File: config.mk
export PLATFORM = sky130hd
export DESIGN_NAME = vid_line_field_seq
export DESIGN_NICKNAME = d
export VERILOG_FILES = /design/src/rtl/vlf_pkg.sv /design/src/rtl/vlf_cycle_ctr.sv /design/src/rtl/vlf_line_ctr.sv /design/src/rtl/vlf_status.sv /design/src/rtl/vid_line_field_seq.sv
export SDC_FILE = /design/constraint.sdc
export NUM_CORES = 1
export LEC_CHECK = 0
export BUFFER_PORTS_ARGS = -buffer_cell sky130_fd_sc_hd__buf_2
export CORE_MARGIN = 2
export CORE_UTILIZATION = 45
export DETAILED_ROUTE_END_ITERATION = 8
export PLACE_DENSITY = 0.7
export SLEW_MARGIN = 15
export SYNTH_ARGS = -nofsm -noshare
export SYNTH_HDL_FRONTEND = slang
export SYNTH_HIERARCHICAL = 1
export SYNTH_SLANG_ARGS = --single-unit
File: constraint.sdc
create_clock -name clk -period 3.4 [get_ports clk]
set_input_delay 1.02 -clock clk [delete_from_list [all_inputs] [get_ports clk]]
set_output_delay 1.02 -clock clk [all_outputs]
set_load 0.03 [all_outputs]
File: src/rtl/vlf_pkg.sv
package vlf_pkg;
  localparam int unsigned ST_FIELD_BIT = 31;
  localparam int unsigned ST_BLANK_BIT = 14;
  localparam int unsigned ST_ALT_BIT   = 13;

  typedef enum logic [1:0] {
    SYNC_OFF  = 2'b00,
    SYNC_RST1 = 2'b01,
    SYNC_RST2 = 2'b10,
    SYNC_STOP = 2'b11
  } sync_sel_e;

  function automatic logic frame_resync(input logic [2:0] mode);
    sync_sel_e sel;
    sel = sync_sel_e'(mode[2:1]);
    return mode[0] && (sel == SYNC_RST1 || sel == SYNC_RST2);
  endfunction
endpackage

File: src/rtl/vlf_cycle_ctr.sv
module vlf_cycle_ctr #(
  parameter int unsigned LEN_A = 2146,
  parameter int unsigned LEN_B = 2157,
  localparam int unsigned LEN_MAX = (LEN_A > LEN_B) ? LEN_A : LEN_B,
  localparam int unsigned CW = $clog2(LEN_MAX + 1)
) (
  input  logic clk,
  input  logic rst_n,
  input  logic sel_b,
  output logic line_end
);
  localparam logic [CW-1:0] LAST_A = CW'(LEN_A - 1);
  localparam logic [CW-1:0] LAST_B = CW'(LEN_B - 1);

  logic [CW-1:0] cyc_q, cyc_d;
  logic [CW-1:0] last;

  always_comb begin
    last     = sel_b ? LAST_B : LAST_A;
    line_end = (cyc_q == last);
    cyc_d    = line_end ? '0 : cyc_q + 1'b1;
  end

  always_ff @(posedge clk or negedge rst_n) begin
    if (!rst_n) cyc_q <= '0;
    else        cyc_q <= cyc_d;
  end


  cyc_in_range_chk: assert property (@(posedge clk) disable iff (!rst_n)
    cyc_q <= last);

  line_wrap_chk: assert property (@(posedge clk) disable iff (!rst_n)
    line_end |=> (cyc_q == '0));
endmodule

File: src/rtl/vlf_line_ctr.sv
module vlf_line_ctr #(
  parameter int unsigned LINES_A = 263,
  parameter int unsigned LINES_B = 314,
  parameter int unsigned VBL_LINE = 240,
  localparam int unsigned LMAX = (LINES_A > LINES_B) ? LINES_A : LINES_B,
  localparam int unsigned LW = $clog2(LMAX + 1)
) (
  input  logic          clk,
  input  logic          rst_n,
  input  logic          sel_b,
  input  logic          line_end,
  output logic [LW-1:0] line_q,
  output logic          vbl_start,
  output logic          frm_end,
  output logic          in_blank
);
  localparam logic [LW-1:0] LAST_A  = LW'(LINES_A - 1);
  localparam logic [LW-1:0] LAST_B  = LW'(LINES_B - 1);
  localparam logic [LW-1:0] VBL     = LW'(VBL_LINE);
  localparam logic [LW-1:0] PRE_VBL = LW'(VBL_LINE - 1);

  logic [LW-1:0] line_d;
  logic [LW-1:0] last;
  logic          line_en;

  always_comb begin
    last      = sel_b ? LAST_B : LAST_A;
    line_en   = line_end;
    frm_end   = line_end && (line_q == last);
    vbl_start = line_end && (line_q == PRE_VBL);
    in_blank  = (line_q >= VBL);
    line_d    = frm_end ? '0 : line_q + 1'b1;
  end

  always_ff @(posedge clk or negedge rst_n) begin
    if (!rst_n)       line_q <= '0;
    else if (line_en) line_q <= line_d;
  end


  frame_wrap_chk: assert property (@(posedge clk) disable iff (!rst_n)
    frm_end |=> (line_q == '0));

  vbl_line_chk: assert property (@(posedge clk) disable iff (!rst_n)
    vbl_start |=> (line_q == VBL));

  line_hold_chk: assert property (@(posedge clk) disable iff (!rst_n)
    !line_end |=> $stable(line_q));
endmodule

File: src/rtl/vlf_status.sv
module vlf_status #(
  parameter int unsigned LW = 9
) (
  input  logic          clk,
  input  logic          rst_n,
  input  logic          frm_end,
  input  logic          vbl_start,
  input  logic          in_blank,
  input  logic [1:0]    ilace_bits,
  input  logic [LW-1:0] line,
  output logic [31:0]   status,
  output logic [31:0]   frame_cnt
);
  import vlf_pkg::*;

  logic [31:0] fc_q, fc_d;
  logic        fld_q, fld_d;
  logic        alt_q, alt_d;
  logic        ilace;
  logic        field;

  always_comb begin
    ilace = &ilace_bits;
    fc_d  = fc_q + 32'd1;
    field = fc_d[0];
    fld_d = fld_q;
    alt_d = alt_q;
    if (vbl_start) fld_d = 1'b0;
    if (frm_end) begin
      fld_d = ilace & field;
      alt_d = ~(ilace & field);
    end
  end

  always_ff @(posedge clk or negedge rst_n) begin
    if (!rst_n) begin
      fc_q  <= '0;
      fld_q <= 1'b0;
      alt_q <= 1'b0;
    end else begin
      if (frm_end) fc_q <= fc_d;
      if (frm_end || vbl_start) fld_q <= fld_d;
      if (frm_end) alt_q <= alt_d;
    end
  end

  always_comb begin
    status               = '0;
    status[LW-1:0]       = line;
    status[ST_BLANK_BIT] = in_blank;
    status[ST_ALT_BIT]   = alt_q;
    status[ST_FIELD_BIT] = fld_q;
    frame_cnt            = fc_q;
  end


  frame_inc_chk: assert property (@(posedge clk) disable iff (!rst_n)
    frm_end |=> (frame_cnt == $past(frame_cnt) + 32'd1));

  field_clear_chk: assert property (@(posedge clk) disable iff (!rst_n)
    (vbl_start && !frm_end) |=> !status[ST_FIELD_BIT]);

  alt_pair_chk: assert property (@(posedge clk) disable iff (!rst_n)
    (frm_end && (&ilace_bits)) |=> (status[ST_ALT_BIT] != status[ST_FIELD_BIT]));

  alt_prog_chk: assert property (@(posedge clk) disable iff (!rst_n)
    (frm_end && !(&ilace_bits)) |=> (status[ST_ALT_BIT] && !status[ST_FIELD_BIT]));
endmodule

File: src/rtl/vid_line_field_seq.sv
module vid_line_field_seq #(
  parameter int unsigned MUL_NTSC   = 8791293,
  parameter int unsigned MUL_PAL    = 8836089,
  parameter int unsigned FRAC_SH    = 12,
  parameter int unsigned LINES_NTSC = 263,
  parameter int unsigned LINES_PAL  = 314,
  parameter int unsigned VBL_LINE   = 240,
  parameter int unsigned N_SYNC_TMR = 2
) (
  input  logic                    clk,
  input  logic                    rst_n,
  input  logic                    std_pal,
  input  logic [1:0]              ilace_bits,
  input  logic [3*N_SYNC_TMR-1:0] tmr_mode,
  output logic                    hblank_tick,
  output logic                    vblank_start,
  output logic                    frame_end,
  output logic [N_SYNC_TMR-1:0]   tmr_rst,
  output logic [31:0]             status,
  output logic [31:0]             frame_cnt
);
  import vlf_pkg::*;

  localparam int unsigned CYC_NTSC = MUL_NTSC >> FRAC_SH;
  localparam int unsigned CYC_PAL  = MUL_PAL >> FRAC_SH;
  localparam int unsigned LMAX = (LINES_NTSC > LINES_PAL) ? LINES_NTSC : LINES_PAL;
  localparam int unsigned LW   = $clog2(LMAX + 1);

  logic          std_q, std_d;
  logic          line_end;
  logic          vbl_start;
  logic          frm_end;
  logic          in_blank;
  logic [LW-1:0] line_q;

  always_comb std_d = std_pal;

  always_ff @(posedge clk or negedge rst_n) begin
    if (!rst_n)       std_q <= 1'b0;
    else if (frm_end) std_q <= std_d;
  end

  vlf_cycle_ctr #(.LEN_A(CYC_NTSC), .LEN_B(CYC_PAL)) cyc_u (
    .clk(clk), .rst_n(rst_n), .sel_b(std_q), .line_end(line_end)
  );

  vlf_line_ctr #(.LINES_A(LINES_NTSC), .LINES_B(LINES_PAL), .VBL_LINE(VBL_LINE)) line_u (
    .clk(clk), .rst_n(rst_n), .sel_b(std_q), .line_end(line_end),
    .line_q(line_q), .vbl_start(vbl_start), .frm_end(frm_end), .in_blank(in_blank)
  );

  vlf_status #(.LW(LW)) stat_u (
    .clk(clk), .rst_n(rst_n), .frm_end(frm_end), .vbl_start(vbl_start),
    .in_blank(in_blank), .ilace_bits(ilace_bits), .line(line_q),
    .status(status), .frame_cnt(frame_cnt)
  );

  for (genvar i = 0; i < N_SYNC_TMR; i++) begin : g_tmr
    assign tmr_rst[i] = frm_end && frame_resync(tmr_mode[3*i +: 3]);


    tmr_rst_frame_chk: assert property (@(posedge clk) disable iff (!rst_n)
      tmr_rst[i] |-> frame_end);
  end

  assign hblank_tick  = line_end;
  assign vblank_start = vbl_start;
  assign frame_end    = frm_end;


  std_hold_chk: assert property (@(posedge clk) disable iff (!rst_n)
    !frame_end |=> $stable(std_q));

  tick_gap_chk: assert property (@(posedge clk) disable iff (!rst_n)
    hblank_tick |=> !hblank_tick);

  vbl_in_line_chk: assert property (@(posedge clk) disable iff (!rst_n)
    vblank_start |-> hblank_tick);
endmodule

==> results.cfg, run 1 <==
[pwr]
p_total_mw = 1.10
vdd_ir_drop_max_mv = 0.176
power_leakage_nw = 1.73
p_per_area_nw_per_um2 = 329

[route]
drtPass1Iterations = 8
drtIter0Drc = 102
vias = 2119
drt-total-wl_um = 5620
drc = 3
postRouteAntennaNets = 0
wl_per_cell_um = 13.8
viasPerCell = 5.19

[logic_synthesis]
ys_ff_latch = 56
synth_area_um2 = 3010
synth_cells = 278
synthArstFlopShare_pct = 100
ys_types = 45
ys.flop_type = dfrtp_1
synth_enable_flop_cells = 0
ys_seq_area_share_pct = 46.6
avgSynthCellArea_um2 = 10.8
ys_warn_count = 6

[timing]
post-route-min-period_ns = 3.13
fin_skew_ns = 0.0113
hold_ws_ns = 0.471
max-slew-margin-rel_pct = 59.2
fin_setup_tns_ns = 0
maxSlewViolCount = 0
hold_viol_final = 0
rsz0062_at_grt = false
setup_viol = 0
fmax_mhz = 320
worst_pin_slew_ns = 0.613
finalCritPeriodShare_pct = 91.9

[die]
io_pins = 80
dieWidth_um = 85.8
die_h_um = 85.8
die-area_um2 = 7360
fp-row-count = 29
core_um2 = 6420
start_util_pct = 46.9

[worst_setup_path]
crit_buf_inv = 1
crit_fanout = 7
cp.arrival_ns = 2.11
cpMaxStageDelayCell = or4_1
end_kind = output port
cpPeakStageDelay_ns = 0.55
critPathRequiredTime_ns = 2.38
startpoint_type = flop
setup.worst_path.class = reg2out
cp_top_family = simple AND/OR/NAND/NOR gates
crit_chain = or4_1, nor3_2, o2111a_2, and3_1, buf_2

[placed_design]
port_buffers = 59
post-dp-hpwl_um = 4150
gp_congestion = 0.772

[hold_path]
hp-class = reg2reg

[cells_and_area]
n_antenna_cell = 0
fin_nets = 345
drive_above_1_share_pct = 28.1
final_core_utilization_pct = 52.2
area.growth.synth_to_final_pct = 11.5

[global_route]
antenna_found_initial = 0
grt_pass1_wl_um = 9590
grt_usage_pct = 16.3
grt_max_degree = 31
grt.overflow.total = 0
grt_pass1_vias = 2022

[outcome]
outcome = finished, violations left
violations = DRC

[clocking]
holdBufCountCts = 0
clock_path_buffers = 2
cts-buffers-inserted = 5
cts-root-buf = clkbuf_8
cts-resized-gates = 0
cts_setup_buffers = 0
cts.sinks = 56
htreeDepth = 2
cts_tree = yes
insertion_delay_ns = 0.32
clk_pin_slew_ns = 0.10

[job]
maxCapViolCount = 0
report_power, final:
part	leakage, nW	internal [mW]	total [mW]	switching [mW]
clock	0.0516	0.167	0.386	0.219
combinational	0.916	0.00726	0.0511	0.0438
sequential	0.763	0.665	0.665	0
state kept, by name, indices dropped and copies added, names as in the netlist:
| name | cells |
|---|---|
| cyc_u/cyc_q | 12 |
| line_u/line_q | 9 |
| stat_u/alt_q | 1 |
| stat_u/fld_q | 1 |
| stat_u/frame_cnt | 32 |
| std_q | 1 |
layer usage:
metal  wire length, um  track usage (%)  vias up
li1                  -                -     1018
met1              2580             22.0     1039
met2              2730             26.7       53
met3               220             2.79        9
met4                85             5.48        0
met5                 0                0        -
synthesized netlist by cell type (2+ instances only):
cell type   n  area share [%]
dfrtp_1    56              47
buf_4      33             8.2
xnor2_1    30             8.7
nand2_1    21             2.6
nand4_1    18             3.7
xor2_1     17             4.9
nor2_1     16             2.0
nand3_1    11             1.8
and3_1      8             1.7
inv_1       6            0.75
a21oi_1     5            0.83
nor3_1      5            0.83
ha_1        4             1.7
and3_2      3            0.75
nor3_2      3             1.0
nor4_4      3             2.1
o21ai_0     3            0.50
a22oi_1     2            0.50
and2_1      2            0.42
and4_1      2            0.58
nand4_4     2             1.4
nand4b_1    2            0.58
nor4b_1     2            0.58
o2111a_1    2            0.75
or3_1       2            0.42
layout make-up:
type | count | area (um2)
fillers | 570 | 3070
multi-input cells | 199 | 1410
flip-flops and latches | 56 | 1400
repair buffers | 62 | 330
well taps | 77 | 96.3
clock buffers | 6 | 82.6
inverters | 6 | 22.5
clock inverters | 2 | 13.8
cell usage in the layout (no fill, tap or decap), types with 2 or more instances in the layout:
cell / n
dfrtp_1: 56
conb_1: 20
or3_1: 2
buf_2: 59
buf_4: 2
nand2_1: 21
o21ai_0: 3
o2111a_2: 2
a21oi_1: 5
xor2_1: 17
nor4_4: 3
nor3_2: 4
and3_1: 8
xnor2_1: 30
and2_1: 2
inv_1: 6
clkbuf_8: 6
a22oi_1: 2
nand3_1: 11
nand4b_1: 2
nor2_1: 16
and4_1: 2
nor3_1: 4
ha_1: 4
nand4_4: 2
nand4_1: 18
and3_2: 3
final timing paths:
path	from	to	slack, ns	cells past startpoint
max in group asynchronous	rst_n	cyc_u/cyc_q[10]$_DFF_PN0_	2.12	2
worst max register to register	line_u/line_q[0]$_DFFE_PN0P_	stat_u/frame_cnt[27]$_DFFE_PN0P_	0.73	7
min in group asynchronous	rst_n	stat_u/frame_cnt[29]$_DFFE_PN0P_	0.70	1
worst max-delay path	line_u/line_q[0]$_DFFE_PN0P_	tmr_rst[1]	0.27	5
worst min-delay path	stat_u/frame_cnt[31]$_DFFE_PN0P_	stat_u/frame_cnt[31]$_DFFE_PN0P_	0.47	1
worst min register to register	stat_u/frame_cnt[31]$_DFFE_PN0P_	stat_u/frame_cnt[31]$_DFFE_PN0P_	0.47	1
worst register-to-register path, cell delays in order, from the launching register on:
cell and delay (ns):
dfrtp_1 0.45, or4_1 0.55, nor3_2 0.15, o2111a_2 0.30, nand4_4 0.21, nor4_4 0.56
nand3_1 0.19, xnor2_1 0.17
logic make-up (layout without fill, tap and decap cells):
kind of cell | count (synthesis) | after routing | share of synthesized area [%]
and+or+nand+nor | 107 | 107 | 22.8
DFF | 56 | 56 | 46.6
xor gates and xnor gates | 47 | 47 | 13.7
buffers and inverters | 42 | 76 | 9.44
AOI/OAI and AO/OA | 18 | 18 | 4.53
adders and majority gates | 4 | 4 | 1.66
muxes | 3 | 3 | 1.21
other | 1 | 20 | 0.125
through the flow:
| stage | worst slack [ns] | cells | area (um2) |
|---|---|---|---|
| after floorplan | 0.122 | 297 | 3090 |
| after global placement | 0.458 | 400 | 3250 |
| after detailed placement | 0.411 | 400 | 3250 |
| after CTS | 0.0626 | 408 | 3350 |
| after global routing | 0.108 | 408 | 3350 |
| final | 0.274 | 408 | 3350 |
Power figures use the tool's default switching activity.
==> run 2: changes to the inputs <==
Settings changed: PLACE_DENSITY 0.7 to 0.73.
Clock period 3.4 ns to 2.76 ns, I/O delays scaled along.
==> run 2 against run 1 <==
The flow finishes with violations (DRC, setup timing). First-iteration DRC count up 30%. Core utilization increased by 5.9 points. Setup slack worse by 0.34 ns. Critical path depth is the same. Flip-flop and latch count unchanged. Worst hold slack improved by 0.0016 ns. Count of clock-buffer cells in the layout unchanged. Global-route usage grew 2.0 points. Final cell count grew 8.8%. Largest power group unchanged. Highest routed layer unchanged.
==> results.cfg, run 2 (synthesis gave the netlist of run 1 again) <==
[outcome]
outcome = finished, violations left
violations = DRC, setup timing

[pwr]
vdd_ir_drop_max_mv = 0.189
p_total_mw = 1.45
power_leakage_nw = 1.93
p_per_area_nw_per_um2 = 389

[worst_setup_path]
critPathRequiredTime_ns = 1.93
crit_chain = or4_4, nor3_4, o2111a_2, and3_4, buf_6
crit_fanout = 4
setup.worst_path.class = reg2out
end_kind = output port
cp.arrival_ns = 1.99
cp_top_family = simple AND/OR/NAND/NOR gates
crit_buf_inv = 1
cpPeakStageDelay_ns = 0.56
cpMaxStageDelayCell = or4_4
startpoint_type = flop

[cells_and_area]
area.growth.synth_to_final_pct = 24.2
largest_register_ff_count = 32
n_antenna_cell = 0
final_common_cell = buf_2
multiInputGateArea_um2 = 1470
drive_above_1_share_pct = 38.4
fillers = 565
final_core_utilization_pct = 58.2
final_cells = 444
area.sequential_um2 = 1410
final_cell_mix = buf_2, dfrtp_1, buf_4, xnor2_1, conb_1
fin_nets = 381

[global_route]
grt_pass1_vias = 2134
grt_max_degree = 24
antenna_found_initial = 0
grt.overflow.total = 0
grt_pass1_wl_um = 10600
grt_usage_pct = 18.3

[die]
io_pins = 80
die_h_um = 85.8
dieWidth_um = 85.8
core_um2 = 6420
die-area_um2 = 7360
fp-row-count = 29
start_util_pct = 46.9

[timing]
post-route-min-period_ns = 2.82
setup_viol = 2
fin_skew_ns = 0.00842
hold_viol_final = 0
worst_pin_slew_ns = 0.523
max-slew-margin-rel_pct = 65.2
fin_ws_ns = -0.0619
rsz0062_at_grt = true
hold_ws_ns = 0.473
maxSlewViolCount = 0
fmax_mhz = 354
finalCritPeriodShare_pct = 102

[clocking]
holdBufCountCts = 0
cts-root-buf = clkbuf_8
clock_path_buffers = 2
clk_pin_slew_ns = 0.10
cts.sinks = 56
cts_tree = yes
insertion_delay_ns = 0.31
htreeDepth = 2
cts-buffers-inserted = 5

[placed_design]
dpl.cell_count = 408
preCtsSetupSlack_ns = 0.102
port_buffers = 59
gp_congestion = 0.860
post-dp-hpwl_um = 4410

[route]
drtIter0Drc = 133
wl_per_cell_um = 14.9
drc = 7
drtPass1Iterations = 9
drt-total-wl_um = 6630
viasPerCell = 5.30
postRouteAntennaNets = 0
vias = 2352

[job]
maxCapViolCount = 0

[hold_path]
hp-class = reg2reg
run 2: cell count changes in the layout (fill, tap and decap cells not counted), sizes merged:
cell and delta:
inv -1, bufinv +1, buf +36
run 2: final cells by class:
class	count	area share, %
timing repair buffer	98	16.7
tap	77	2.58
inverter	6	0.603
sequential	56	37.6
clock buffer	6	2.21
clock inverter	2	1.04
multi-input combinational	199	39.2
run 2: routing by layer:
metal  GRT usage [%]  routed length, um  up-vias
met1            24.3               2900     1138
met4            8.66                211        0
met5               0                  0        -
met3            4.72                388       21
li1                -                  -     1102
met2            27.9               3130       91
run 2: path summary, 6_finish.rpt:
path	cells past startpoint	startpoint	slack [ns]	end
max	5	line_u/line_q[3]$_DFFE_PN0P_	-0.06	tmr_rst[1]
min	1	stat_u/frame_cnt[31]$_DFFE_PN0P_	0.47	stat_u/frame_cnt[31]$_DFFE_PN0P_
max reg2reg	10	line_u/line_q[3]$_DFFE_PN0P_	0.07	stat_u/frame_cnt[21]$_DFFE_PN0P_
min reg2reg	1	stat_u/frame_cnt[31]$_DFFE_PN0P_	0.47	stat_u/frame_cnt[31]$_DFFE_PN0P_
max in group asynchronous	2	rst_n	1.63	line_u/line_q[2]$_DFFE_PN0P_
min in group asynchronous	1	rst_n	0.48	cyc_u/cyc_q[3]$_DFF_PN0_
run 2: power by group:
part           total, mW  leakage (nW)  internal (mW)  switching, mW
combinational     0.0634          1.11        0.00796         0.0555
clock              0.571        0.0614          0.297          0.274
sequential         0.820         0.759          0.820              0
run 2: what timing repair did:
action / CTS / global route
gates resized for setup: 8 / 15
setup endpoints to repair: 4 / 27
buffers inserted: 21 / 10
pin swaps: 11 / 13
run 2: through the flow:
stage	TNS [ns]	cell area, um2
finish	-0.120	3740
CTS	-0.321	3630
detailed placement	0	3330
global route	-0.573	3740
global placement	0	3330
floorplan	-0.182	3130
run 2: worst reg2reg max path, cell delays in order (launching register included):
cell and delay [ns]:
dfrtp_1 0.42, or4_4 0.56, nor3_4 0.14, o2111a_2 0.25, buf_6 0.11, buf_6 0.11
nand4_4 0.20, nor4_4 0.34, buf_6 0.17, nand4_1 0.12, xnor2_1 0.16
==> run 3: changes to the inputs <==
Settings changed: ABC_AREA set to 1, PLACE_DENSITY 0.73 to 0.71.
==> run 3 against run 2 <==
The run now ends clean. Register-to-register slack gained 0.25 ns. Final area grew 7.4%. Worst hold slack gained 0.025 ns. Sequential power barely moved. Routed wire length grew 17%. First-iteration DRC count rose by 29%. Fmax increased by 6.1%. Final cell count up 43%. Power fell by 7.2%. Die area is 14% higher. Critical path type unchanged. Highest routed layer unchanged.
==> results.cfg, run 3 <==
[clocking]
cts-root-buf = clkbuf_8
insertion_delay_ns = 0.31
clock_path_buffers = 2
cts_tree = yes
cts.sinks = 56
cts-buffers-inserted = 5
clk_pin_slew_ns = 0.09
htreeDepth = 2
holdBufCountCts = 0

[route]
viasPerCell = 4.80
drc = 0
vias = 3036
drtPass1Iterations = 4
wl_per_cell_um = 12.3
drt-total-wl_um = 7760
postRouteAntennaNets = 0
drtIter0Drc = 171

[die]
die_h_um = 91.6
dieWidth_um = 91.6
die-area_um2 = 8400
io_pins = 80
start_util_pct = 47.1
fp-row-count = 31
core_um2 = 7330

[cells_and_area]
final_common_cell = nand2_1
fin_nets = 548
area.growth.synth_to_final_pct = 16.1
drive_above_1_share_pct = 24.5
largest_register_ff_count = 32
n_antenna_cell = 0
final_core_utilization_pct = 54.8
final_cell_mix = nand2_1, inv_1, nor2_1, dfrtp_1, buf_2
final_cells = 633
final_area_um2 = 4010

[pwr]
vdd_ir_drop_max_mv = 0.217
power_leakage_nw = 2.19
p_per_area_nw_per_um2 = 336

[worst_setup_path]
r2r_slack_ns = 0.32
cpMaxStageDelayCell = dfrtp_1
r2r-start = cyc_u/cyc_q[2]$_DFF_PN0_
reg2regPathDepth = 18
startpoint_type = flop
cp.arrival_ns = 1.83
worstReg2RegEnd = stat_u/frame_cnt[23]$_DFFE_PN0P_
crit_chain = nand2_1, nand2_1, nor2_2, nand3_2, inv_4, nand3_2, nor2_2, nand2_2, inv_4, buf_4, buf_4
end_kind = output port
setup.worst_path.class = reg2out
crit_fanout = 5
cpPeakStageDelay_ns = 0.44
critPathRequiredTime_ns = 1.93

[timing]
worst_pin_slew_ns = 0.594
fin_setup_tns_ns = 0
setup_viol = 0
max-slew-margin-rel_pct = 60.4
fin_skew_ns = 0.00679
post-route-min-period_ns = 2.66
hold_viol_final = 0
fmax_mhz = 376
finalCritPeriodShare_pct = 96.4
maxSlewViolCount = 0

[logic_synthesis]
yosysTopAreaCell = dfrtp_1
avgSynthCellArea_um2 = 7.48
ys_seq_area_share_pct = 40.6
synth_area_um2 = 3460
ys.flop_type = dfrtp_1
synth_commonest_cells = nand2_1, nor2_1, inv_1
ys_types = 26
synthTopCellsByArea = dfrtp_1, nand2_1, buf_4
synth_enable_flop_cells = 0
ys_ff_latch = 56
ys_warn_count = 6
synth_top_area_share_pct = 40.6
synthArstFlopShare_pct = 100
yosysMostFrequentCell = nand2_1
synth_cells = 462

[hold_path]
hold_end = stat_u/fld_q$_DFFE_PN0P_
hold-path-cell-count = 2
hp-start = stat_u/fld_q$_DFFE_PN0P_
hp-class = reg2reg

[placed_design]
gp_congestion = 0.887
port_buffers = 59
postPlaceCellArea_um2 = 3740
dpl.cell_count = 608
post-dp-hpwl_um = 5710

[global_route]
grt_usage_pct = 18.7
grt_max_degree = 33
grt.overflow.total = 0
grt_pass1_wl_um = 12800
antenna_found_initial = 0
grt_pass1_vias = 2752

[job]
maxCapViolCount = 0

[outcome]
outcome = finished, final reports clean
## run 3: cell count changes after synthesis, sizes merged, moves of 5 or more
cell,delta
nand3,+16
nand2,+114
nor3,-5
nor2,+63
and3,-11
inv,+58
xnor2,-17
## run 3: final cells by class
| type | instances | area (um2) |
|---|---|---|
| clock buffers | 6 | 82.6 |
| clock inverters | 2 | 10.0 |
| fillers | 698 | 3320 |
| inverters | 64 | 245 |
| multi-input cells | 327 | 1680 |
| flip-flops and latches | 56 | 1400 |
| well taps | 99 | 124 |
| repair buffers | 79 | 475 |
## run 3: how the worst max path moves through the flow
stage | startpoint | slack [ns] | to
detailed placement | cyc_u/cyc_q[6]$_DFF_PN0_ | 0.18 | tmr_rst[1]
global route | cyc_u/cyc_q[2]$_DFF_PN0_ | -0.01 | tmr_rst[0]
global placement | cyc_u/cyc_q[7]$_DFF_PN0_ | 0.24 | tmr_rst[0]
CTS | cyc_u/cyc_q[9]$_DFF_PN0_ | 0.02 | tmr_rst[1]
finish | cyc_u/cyc_q[2]$_DFF_PN0_ | 0.1 | frame_end
floorplan | cyc_u/cyc_q[4]$_DFF_PN0_ | -0.01 | vblank_start
## run 3: timing repair
| item | 4_1_cts | 5_1_grt |
|---|---|---|
| resized for setup | 4 | 14 |
| endpoints found under the setup margin | 4 | 4 |
| buffers inserted | 10 | 7 |
| pin swaps | 1 | 14 |
## run 3: stage by stage
step / power [mW] / hold slack, ns / worst slack, ns
after floorplan: 0.898 / 0.451 / -0.0119
after global placement: 0.903 / 0.462 / 0.242
after detailed placement: 0.904 / 0.474 / 0.182
after CTS: 1.37 / 0.499 / 0.0211
after global routing: 1.41 / 0.526 / -0.0141
final: 1.35 / 0.498 / 0.0994
## run 3: critical path, delay by kind of cell, from the launching register on
kind / cells / cell delay (ns)
AND/OR/NAND/NOR: 7 / 0.64
flip-flops: 1 / 0.44
buffers and inverters: 4 / 0.43
## run 3: where the power goes
part | switching [mW] | total [mW] | internal [mW]
Combinational | 0.0579 | 0.0672 | 0.00935
Clock | 0.262 | 0.463 | 0.201
Sequential | 0 | 0.820 | 0.820
Total | 0.320 | 1.35 | 1.03
## run 3: cell families after synthesis
family | synth area share [%]
DFF | 40.6
buffers and inverters | 14.3
AOI/OAI and AO/OA | 1.38
and+or+nand+nor | 34.6
other | 0.109
adders and majority gates | 1.45
xor gates and xnor gates | 7.60
## run 3: per-layer routing
metal / wire, um / vias up / GRT usage (%)
met5: 0 / - / 0
met4: 104 / 0 / 5.18
met3: 356 / 10 / 3.12
met2: 3770 / 80 / 30.6
met1: 3530 / 1448 / 25.7
li1: - / 1498 / -
